[config.mk]
export PLATFORM = sky130hd
export DESIGN_NAME = subband_transpose
export DESIGN_NICKNAME = d
export VERILOG_FILES = /design/src/rtl/sbt_pkg.sv /design/src/rtl/sbt_ram.sv /design/src/rtl/sbt_wr_ctrl.sv /design/src/rtl/sbt_rd_ctrl.sv /design/src/rtl/subband_transpose.sv
export SDC_FILE = /design/constraint.sdc
export NUM_CORES = 2
export LEC_CHECK = 0
export ABC_AREA = 1
export BUFFER_PORTS_ARGS = -buffer_cell sky130_fd_sc_hd__buf_4
export CAP_MARGIN = 20
export CORE_MARGIN = 4
export CORE_UTILIZATION = 42
export DETAILED_ROUTE_END_ITERATION = 16
export SLEW_MARGIN = 0
export SYNTH_ARGS = -nofsm -noshare
export SYNTH_HDL_FRONTEND = slang
export SYNTH_SLANG_ARGS = --single-unit
[constraint.sdc]
create_clock -name clk -period 1.6 [get_ports clk]
set_input_delay 0.4 -clock clk [delete_from_list [all_inputs] [get_ports clk]]
set_output_delay 0.4 -clock clk [all_outputs]
set_load 0.1 [all_outputs]
[src/rtl/sbt_pkg.sv]
package sbt_pkg;
  typedef enum logic {
    PH_FILL  = 1'b0,
    PH_DRAIN = 1'b1
  } phase_e;
endpackage

[src/rtl/sbt_ram.sv]
module sbt_ram #(
  parameter int DATA_W = 12,
  parameter int DEPTH  = 128,
  localparam int AW    = $clog2(DEPTH)
) (
  input  logic              clk,
  input  logic              we,
  input  logic [AW-1:0]     waddr,
  input  logic [DATA_W-1:0] wdata,
  input  logic              re,
  input  logic [AW-1:0]     raddr,
  output logic [DATA_W-1:0] rdata
);
  logic [DATA_W-1:0] mem [DEPTH];

  always_ff @(posedge clk) begin
    if (we) mem[waddr] <= wdata;
  end

  always_ff @(posedge clk) begin
    if (re) rdata <= mem[raddr];
  end
endmodule

[src/rtl/sbt_wr_ctrl.sv]
module sbt_wr_ctrl #(
  parameter int ROWS = 16,
  parameter int COLS = 8,
  localparam int RW  = $clog2(ROWS),
  localparam int CW  = $clog2(COLS),
  localparam int AW  = $clog2(ROWS*COLS)
) (
  input  logic          clk,
  input  logic          rst_n,
  input  logic          en,
  output logic [AW-1:0] addr,
  output logic          last
);
  logic [RW-1:0] row_q, row_d;
  logic [CW-1:0] col_q, col_d;

  always_comb begin
    row_d = row_q;
    col_d = col_q;
    if (en) begin
      if (col_q == CW'(COLS-1)) begin
        col_d = '0;
        row_d = (row_q == RW'(ROWS-1)) ? '0 : row_q + 1'b1;
      end else begin
        col_d = col_q + 1'b1;
      end
    end
  end

  always_ff @(posedge clk or negedge rst_n) begin
    if (!rst_n) begin
      row_q <= '0;
      col_q <= '0;
    end else if (en) begin
      row_q <= row_d;
      col_q <= col_d;
    end
  end

  assign addr = AW'(row_q) * AW'(COLS) + AW'(col_q);
  assign last = (row_q == RW'(ROWS-1)) && (col_q == CW'(COLS-1));

  AST_WR_HOLD: assert property (@(posedge clk) disable iff (!rst_n)
    !en |=> $stable(addr));
  AST_WR_WRAP: assert property (@(posedge clk) disable iff (!rst_n)
    (en && last) |=> (addr == '0));
endmodule

[src/rtl/sbt_rd_ctrl.sv]
module sbt_rd_ctrl #(
  parameter int ROWS = 16,
  parameter int COLS = 8,
  localparam int RW  = $clog2(ROWS),
  localparam int CW  = $clog2(COLS),
  localparam int AW  = $clog2(ROWS*COLS)
) (
  input  logic          clk,
  input  logic          rst_n,
  input  logic          en,
  output logic [AW-1:0] addr,
  output logic          first,
  output logic          last
);
  logic [RW-1:0] row_q, row_d;
  logic [CW-1:0] col_q, col_d;

  always_comb begin
    row_d = row_q;
    col_d = col_q;
    if (en) begin
      if (row_q == RW'(ROWS-1)) begin
        row_d = '0;
        col_d = (col_q == CW'(COLS-1)) ? '0 : col_q + 1'b1;
      end else begin
        row_d = row_q + 1'b1;
      end
    end
  end

  always_ff @(posedge clk or negedge rst_n) begin
    if (!rst_n) begin
      row_q <= '0;
      col_q <= '0;
    end else if (en) begin
      row_q <= row_d;
      col_q <= col_d;
    end
  end

  assign addr  = AW'(row_q) * AW'(COLS) + AW'(col_q);
  assign first = (row_q == '0);
  assign last  = (row_q == RW'(ROWS-1)) && (col_q == CW'(COLS-1));

  AST_RD_WRAP: assert property (@(posedge clk) disable iff (!rst_n)
    (en && last) |=> (addr == '0));
endmodule

[src/rtl/subband_transpose.sv]
module subband_transpose #(
  parameter int DATA_W  = 12,
  parameter int FRAME_W = 16,
  parameter int FRAME_H = 16
) (
  input  logic              clk,
  input  logic              rst_n,
  input  logic              in_valid,
  output logic              in_ready,
  input  logic [DATA_W-1:0] in_l,
  input  logic [DATA_W-1:0] in_h,
  output logic              frame_full,
  output logic              out_valid,
  output logic              out_line_start,
  output logic              out_frame_done,
  output logic [DATA_W-1:0] out_l,
  output logic [DATA_W-1:0] out_h
);
  import sbt_pkg::*;

  localparam int HALF_W = FRAME_W / 2;
  localparam int DEPTH  = HALF_W * FRAME_H;
  localparam int AW     = $clog2(DEPTH);
  localparam int NBANK  = 2;

  logic [1:0] rst_pipe;
  logic       rst_n_i;

  always_ff @(posedge clk or negedge rst_n) begin
    if (!rst_n) rst_pipe <= '0;
    else        rst_pipe <= {rst_pipe[0], 1'b1};
  end
  assign rst_n_i = rst_pipe[1];

  phase_e  phase_q, phase_d;
  logic    wr_en, rd_en, wr_last, rd_last, rd_first;
  logic [AW-1:0] wr_addr, rd_addr;
  logic    valid_q, ls_q, done_q;

  assign frame_full = (phase_q == PH_DRAIN);
  assign in_ready   = rst_n_i && !frame_full;
  assign wr_en      = in_valid && in_ready;
  assign rd_en      = frame_full;

  always_comb begin
    phase_d = phase_q;
    case (phase_q)
      PH_FILL:  if (wr_en && wr_last) phase_d = PH_DRAIN;
      PH_DRAIN: if (rd_last)          phase_d = PH_FILL;
      default:                        phase_d = PH_FILL;
    endcase
  end

  always_ff @(posedge clk or negedge rst_n_i) begin
    if (!rst_n_i) begin
      phase_q <= PH_FILL;
      valid_q <= 1'b0;
      ls_q    <= 1'b0;
      done_q  <= 1'b0;
    end else begin
      phase_q <= phase_d;
      valid_q <= rd_en;
      ls_q    <= rd_en && rd_first;
      done_q  <= rd_en && rd_last;
    end
  end

  assign out_valid      = valid_q;
  assign out_line_start = ls_q;
  assign out_frame_done = done_q;

  sbt_wr_ctrl #(.ROWS(FRAME_H), .COLS(HALF_W)) u_wr (
    .clk(clk), .rst_n(rst_n_i), .en(wr_en), .addr(wr_addr), .last(wr_last)
  );

  sbt_rd_ctrl #(.ROWS(FRAME_H), .COLS(HALF_W)) u_rd (
    .clk(clk), .rst_n(rst_n_i), .en(rd_en), .addr(rd_addr),
    .first(rd_first), .last(rd_last)
  );

  logic [NBANK-1:0][DATA_W-1:0] wdata_b, rdata_b;
  assign wdata_b[0] = in_l;
  assign wdata_b[1] = in_h;

  for (genvar g = 0; g < NBANK; g++) begin : g_bank
    sbt_ram #(.DATA_W(DATA_W), .DEPTH(DEPTH)) u_ram (
      .clk(clk), .we(wr_en), .waddr(wr_addr), .wdata(wdata_b[g]),
      .re(rd_en), .raddr(rd_addr), .rdata(rdata_b[g])
    );
  end

  assign out_l = rdata_b[0];
  assign out_h = rdata_b[1];

  AST_VALID_AFTER_FULL: assert property (@(posedge clk) disable iff (!rst_n_i)
    out_valid |-> $past(frame_full));
  AST_FULL_HOLDS: assert property (@(posedge clk) disable iff (!rst_n_i)
    (frame_full && !rd_last) |=> frame_full);
  AST_LS_WITH_VALID: assert property (@(posedge clk) disable iff (!rst_n_i)
    out_line_start |-> out_valid);
  AST_DONE_WITH_VALID: assert property (@(posedge clk) disable iff (!rst_n_i)
    out_frame_done |-> out_valid);
  AST_DONE_CLEARS_FULL: assert property (@(posedge clk) disable iff (!rst_n_i)
    out_frame_done |-> !frame_full);
endmodule

Yosys cells after proc, flatten, opt, wreduce, memory -nomap -nowiden
Memory sizes are Yosys's and may differ from the RTL's. A register that Yosys moved wholly into a read port is not among the register bits. Cells that the tools add are included. Widths: inputs -> output; s select.

$add $sub $neg: 6. $mul: 0. Divide/modulo/power cells: 0. Magnitude comparators: 0. Equality and inequality tests: 4. Shift operators: 0. Mux-type cells: 9. Bitwise gates (word level): 1. Reduce and logical (&&, ||, !) cells: 11.

Operator list (number): $add 7x3->7 (2); $add 4x1->4 const B (2); $eq 4x4->1 const B (2); $mux 4 (2); $logic_and 1x1->1 (7); $add 3x1->3 const B (2); $eq 3x3->1 const B (2); $mux 3 (2); $logic_not 4->1 (1); $mux 1 (4); $reduce_and 2->1 (2); $pmux 1 s2 (1); $logic_not 1->1 (1); $not 1->1 (1).

Bits in registers: 20. Bits in latches: 0. Bits in writable memories: 3072. ROM bits: 0. Input bits: 27. Output and inout bits: 29. Logic and storage cells: 42. Memories kept: 2.

Memories: g_bank[0].u_ram.mem (depth 128, bits a word 12, read ports 1, clocked after memory_dff 1, wr ports 1, RTL line sbt_ram.sv:14) `logic [DATA_W-1:0] mem [DEPTH];`; g_bank[1].u_ram.mem (depth 128, bits a word 12, read ports 1, clocked after memory_dff 1, wr ports 1, RTL line sbt_ram.sv:14).

Depth between registers and ports, before layout
Depth in word-level cells: 6. Gate-level depth with buffers: 16. Gate-level depth less buffers: 13.

Modules after synthesis
Synthesis repeated with hierarchy kept, for this count alone.

Cell total of the unflattened synthesis: 10634. Area total of the unflattened synthesis: 126710.3 um^2.

Modules (own cells, without submodules): sbt_ram (instances 2, cells each 5265, area each 62872.8 um^2, sequential area each 46484.6 um^2); sbt_rd_ctrl (instances 1, cells each 48, area each 404.1 um^2, sequential area each 175.2 um^2); sbt_wr_ctrl (instances 1, cells each 38, area each 356.6 um^2, sequential area each 175.2 um^2); subband_transpose (instances 1, cells each 18, area each 203.9 um^2, sequential area each 150.1 um^2).

Worst setup path after synthesis
No wires, ideal clock.

Kind: register to register. Start: register phase_q (netlist: frame_full). End: memory g_bank[0].u_ram.mem[101][0], enable pin. Library setup time: 405 ps. Data arrival time: 4795 ps. Required time: 1195 ps. Path slack: -3600 ps. Stages on the path, launching flop included: 7. Clock period less this slack: 5200 ps. Cells stage by stage: dfrtp_1 > nor2_1 > nand2_1 > nor2_1 > nand2_1 > buf_2 > nor2_1.

Cells in the longest elaborated chain, start to end: 5.

Ends and longest elaborated chain: start: declaration (RTL line subband_transpose.sv:35) `phase_e phase_q, phase_d;`; start signal: assignment (RTL line subband_transpose.sv:61) `phase_q <= phase_d;`; $logic_not 1->1 (RTL line subband_transpose.sv:41) `assign in_ready = rst_n_i && !frame_full;`; $logic_and 1x1->1 (RTL line subband_transpose.sv:41); named net in_ready (RTL line subband_transpose.sv:9) `output logic in_ready,`; $logic_and 1x1->1 (RTL line subband_transpose.sv:42) `assign wr_en = in_valid && in_ready;`; $mux 1 (RTL line sbt_ram.sv:17) `if (we) mem[waddr] <= wdata;`; $mux 1 (not written as such) (RTL line sbt_ram.sv:17); end: declaration (RTL line sbt_ram.sv:14).

The timed path passes the listed nets, and every way through them passes these cells.

Worst setup path after layout
Start: register u_rd.col_q[0]. End: register g_bank[0].u_ram.rdata[7], read port of g_bank[0].u_ram.mem, data pin.

Cells in the longest elaborated chain, start to end: 1.

Ends and longest elaborated chain: start: declaration (RTL line sbt_rd_ctrl.sv:16) `logic [CW-1:0] col_q, col_d;`; start signal: assignment (RTL line sbt_rd_ctrl.sv:37) `col_q <= col_d;`; $add 7x3->7 (RTL line sbt_rd_ctrl.sv:41) `assign addr = AW'(row_q) * AW'(COLS) + AW'(col_q);`; end: declaration (RTL line sbt_ram.sv:12) `output logic [DATA_W-1:0] rdata`.

No other way between the ends. A chain may end at the register's enable or synchronous reset.

==> metrics.md <==
| Metric | Value |
|---|---|
| Cells after Synth | `around 10k` |
| Total power | `186000 uW` |
| Tot GR Track Use | `between 20% and 30%` |
| CP peak stage delay | `between 500 and 600 ps` |
| Vias in the first global route | `a little over 80k` |
| Switching Power | `about 46000 uW` |
| Clock latency on the worst-skew pair | `approximately 930 ps` |
| Clock root buffer | `clkbuf_16` |
| Synth area leader | `edfxtp_1` |
| Max IR drop VDD | `about 990 uV` |
| Post-synth net total | `around 10k` |
| Die X | `between 500 and 600 um` |
| Relative slew margins | `between 40% and 50%` |
| Chip Height | `between 500 and 600 um` |
| Fmax | `0.379 GHz` |
| Register Area | `just over 90000 sq um` |
| Pwr per Cell Area | `around 1200 nW/um^2` |
| Yosys warning count | `0` |
| Syn_area_per_cell | `about 12 sq um` |
| Synth area leaders | `edfxtp_1, nand3_1, nand2_1` |
| Delay-heaviest family, CP | `buffers and inverters` |
| Most frequent CP cell | `nand2_1` |
| Post-route ant nets | `0` |
| Run status | `finished with violations` |
| Via density | `5.65` |
| First-pass GRT wire length | `~560000 um` |
| Worst setup EP type | `register` |
| Commonest non-fill, non-tap cell in the layout | `nand2_1` |
| Crit path launch type | `register` |
| Most frequent cells in the layout | `nand2_1, edfxtp_1, nand3_1` |
| Pins Over Slew Limit | `0` |
| RSZ-0062 raised after global routing | `true` |
| TritonCTS clock tree | `yes` |
| Critical path's slowest cell | `dfrtp_4` |
| Routed wire per std cell | `approximately 26 um` |
| Area taken by multi-input logic gates | `30900 sq um` |
| Via count | `slightly below 90k` |
| Post-synth EDFFs | `3096` |
| HPWL after DPL | `around 240000 um` |
| Share of cells above drive strength 1 | `roughly 18%` |
| Yosys top cell area share | `74.1%` |
| Drt first pass iters | `6` |
| CTS clk-pin slew, worst paths | `about 60 ps` |
| Initial antenna violation count | `12` |
| Inserted Clock Buffers | `approximately 330` |
| IO Count | `between 50 and 60` |
| # DRC | `0` |
| Pleak | `roughly 0.055 uW` |
| CTS H-tree lvls | `5` |
| Cell Rows | `200` |
| Post-layout nets | `~11k` |
| Failing checks | `setup timing` |
| Total global routing overflow | `0` |
| CP arrival | `about 3300 ps` |
| 1st-iter DRT viols | `10.8k` |
| IO Port Bufs | `55` |
| Final worst slack | `-1040 ps` |
| Synth cell types | `21` |
| Clock share of power | `41.0%` |
| Layout area overhead | `23.7%` |
| Sequential-to-total area share from yosys stat | `around 75%` |
| Final setup violation count | `~3.1k` |
| Seq cells post-synth | `~3.1k` |
| Final min period | `roughly 2600 ps` |
| Buf/Inv on CP | `7` |
| Max Cap Viol | `0` |
| Period utilization | `165%` |
| Critical-path cell list | `buf_4 -> buf_12 -> buf_12 -> buf_16 -> buf_16 -> nand2_1 -> nand3_1 -> nand3_2 -> nand3_1 -> nand3_1 -> buf_4 -> nand2_1 -> nand2_2 -> nand2_1 -> inv_1 -> nand2_1` |
| Die area | `307000 sq um` |
| Filler cells | `between 20k and 25k` |
| Worst EP required | `roughly 2300 ps` |
| Top_reg_cell synth | `edfxtp_1` |
| Sink Count | `3116` |
| Setup Total Neg Slack | `-1303770 ps` |
| Longest Clk Path Bufs | `4` |
| Worst-path fanout max | `21` |
| Final wirelength | `a little under 400000 um` |
| Share of flip-flops with an asynchronous set or reset | `less than 1%` |
| Seq pwr share | `about half` |
| Util after Layout | `between 50% and 60%` |
| Worst min-delay path class | `in2reg` |
| Internal power component | `141000 uW` |
| Layout Skew | `between 50 and 60 ps` |
| Switching share of power | `roughly 24%` |
| Synth Cell Area | `125000 sq um` |
| Endpoints failing hold | `0` |
| Worst slew pin tran | `842 ps` |
| Largest net degree at the start of global routing | `between 100 and 150` |
| GP Congestion | `around 0.91` |
| Combinational share of power | `about a tenth` |
| Initial Util | `a little over two fifths` |
| Core Box Area | `297000 sq um` |
| Setup CP Type | `reg2reg` |
-- final cells by class --
cell class	instances	area share, %
flip-flops and latches	3116	60.3
multi-input cells	6511	19.9
repair buffers	1060	9.40
clock buffers	395	5.49
well taps	3939	3.18
clock inverters	193	1.42
inverters	99	0.282
repair inverters	2	0.0161
diodes	7	0.0113
-- cell usage after synthesis (2+ instances only) --
| cell | number |
|---|---|
| nand3_1 | 2797 |
| buf_6 | 29 |
| nor3_1 | 2 |
| inv_1 | 92 |
| buf_1 | 65 |
| nand2_1 | 3539 |
| buf_2 | 402 |
| a21oi_1 | 4 |
| o21ai_0 | 8 |
| ha_1 | 10 |
| inv_2 | 5 |
| clkbuf_1 | 109 |
| dfrtp_1 | 20 |
| edfxtp_1 | 3096 |
| nor2_1 | 149 |
| buf_4 | 68 |
-- state kept, by name, summed over array words and instances, names as in the netlist --
signal and count:
frame_full 1, out_frame_done 1, out_line_start 1, u_rd.row_q 4, u_rd.col_q 3, rst_pipe 2, u_wr.row_q 4, u_wr.col_q 3
g_bank.u_ram.rdata 24, g_bank.u_ram.mem 3072, out_valid 1
-- worst register-to-register path: stages (launching register included) --
cell and delay (ps):
dfrtp_4 570, buf_4 180, buf_12 150, buf_12 160, buf_16 200, buf_16 170, nand2_1 60, nand3_1 100
nand3_2 120, nand3_1 110, nand3_1 100, buf_4 120, nand2_1 70, nand2_2 120, nand2_1 60, inv_1 70
nand2_1 50
-- final timing paths --
path / cells after the start / slack [ps] / endpoint / start
hold / removal: 2 / 150 / g_bank[1].u_ram.mem[118][11] / in_h[11]
max in group asynchronous: 1 / 750 / u_rd.col_q[0] / rst_pipe[1]
setup / recovery: 16 / -1040 / g_bank[0].u_ram.rdata[7] / u_rd.col_q[0]
min in group asynchronous: 3 / 360 / rst_pipe[0] / rst_n
hold reg to reg: 0 / 370 / rst_pipe[1] / rst_pipe[0]
setup reg to reg: 16 / -1040 / g_bank[0].u_ram.rdata[7] / u_rd.col_q[0]
-- per-layer routing --
layer	wire [um]	global-route usage, %	vias to the layer above
met4	18400	10.4	2
met2	182000	38.7	4436
li1	-	-	38300
met3	37400	4.11	702
met5	13	0	-
met1	155000	34.0	43000
-- power by group through the flow --
stage	Combinational (uW)	Sequential [uW]	Clock, uW
6_report	18700	91100	76400
5_1_grt	19300	91100	80700
4_1_cts	17800	91100	77200
3_5_place_dp	16700	92800	0
3_3_place_gp	16600	92800	0
2_1_floorplan	5450	93000	0
-- through the flow --
stage                     cells  hold WS [ps]  instance area, sq um  worst slack, ps
after global placement    14600           183                140000            -1430
after CTS                 15300          78.6                153000             -994
after floorplan           10400           104                127000            -1350
after global routing      15300           116                155000            -1130
final                     15300           150                155000            -1040
after detailed placement  14600           183                140000            -1460
-- kinds of logic (layout without fill, tap and decap cells) --
kind of cell | after synthesis | count (layout) | synth area share [%]
simple gates | 6487 | 6487 | 22.2
flops | 3116 | 3116 | 74.5
buf+inv | 773 | 1749 | 3.10
compound gates | 12 | 12 | 0.0479
fa+ha+maj | 10 | 10 | 0.0998
other cells | 1 | 8 | 0.00299
xor+xnor | 1 | 1 | 0.00699
-- what timing repair did --
action	4_1_cts	5_1_grt
pin swaps	29	67
gates cloned	18	26
hold buffers	26	0
resized for setup	350	267
setup endpoints to repair	3152	3137
hold endpoints to repair	297	0
buffers inserted	21	26
Note: power is estimated with default switching activity, not from simulation.
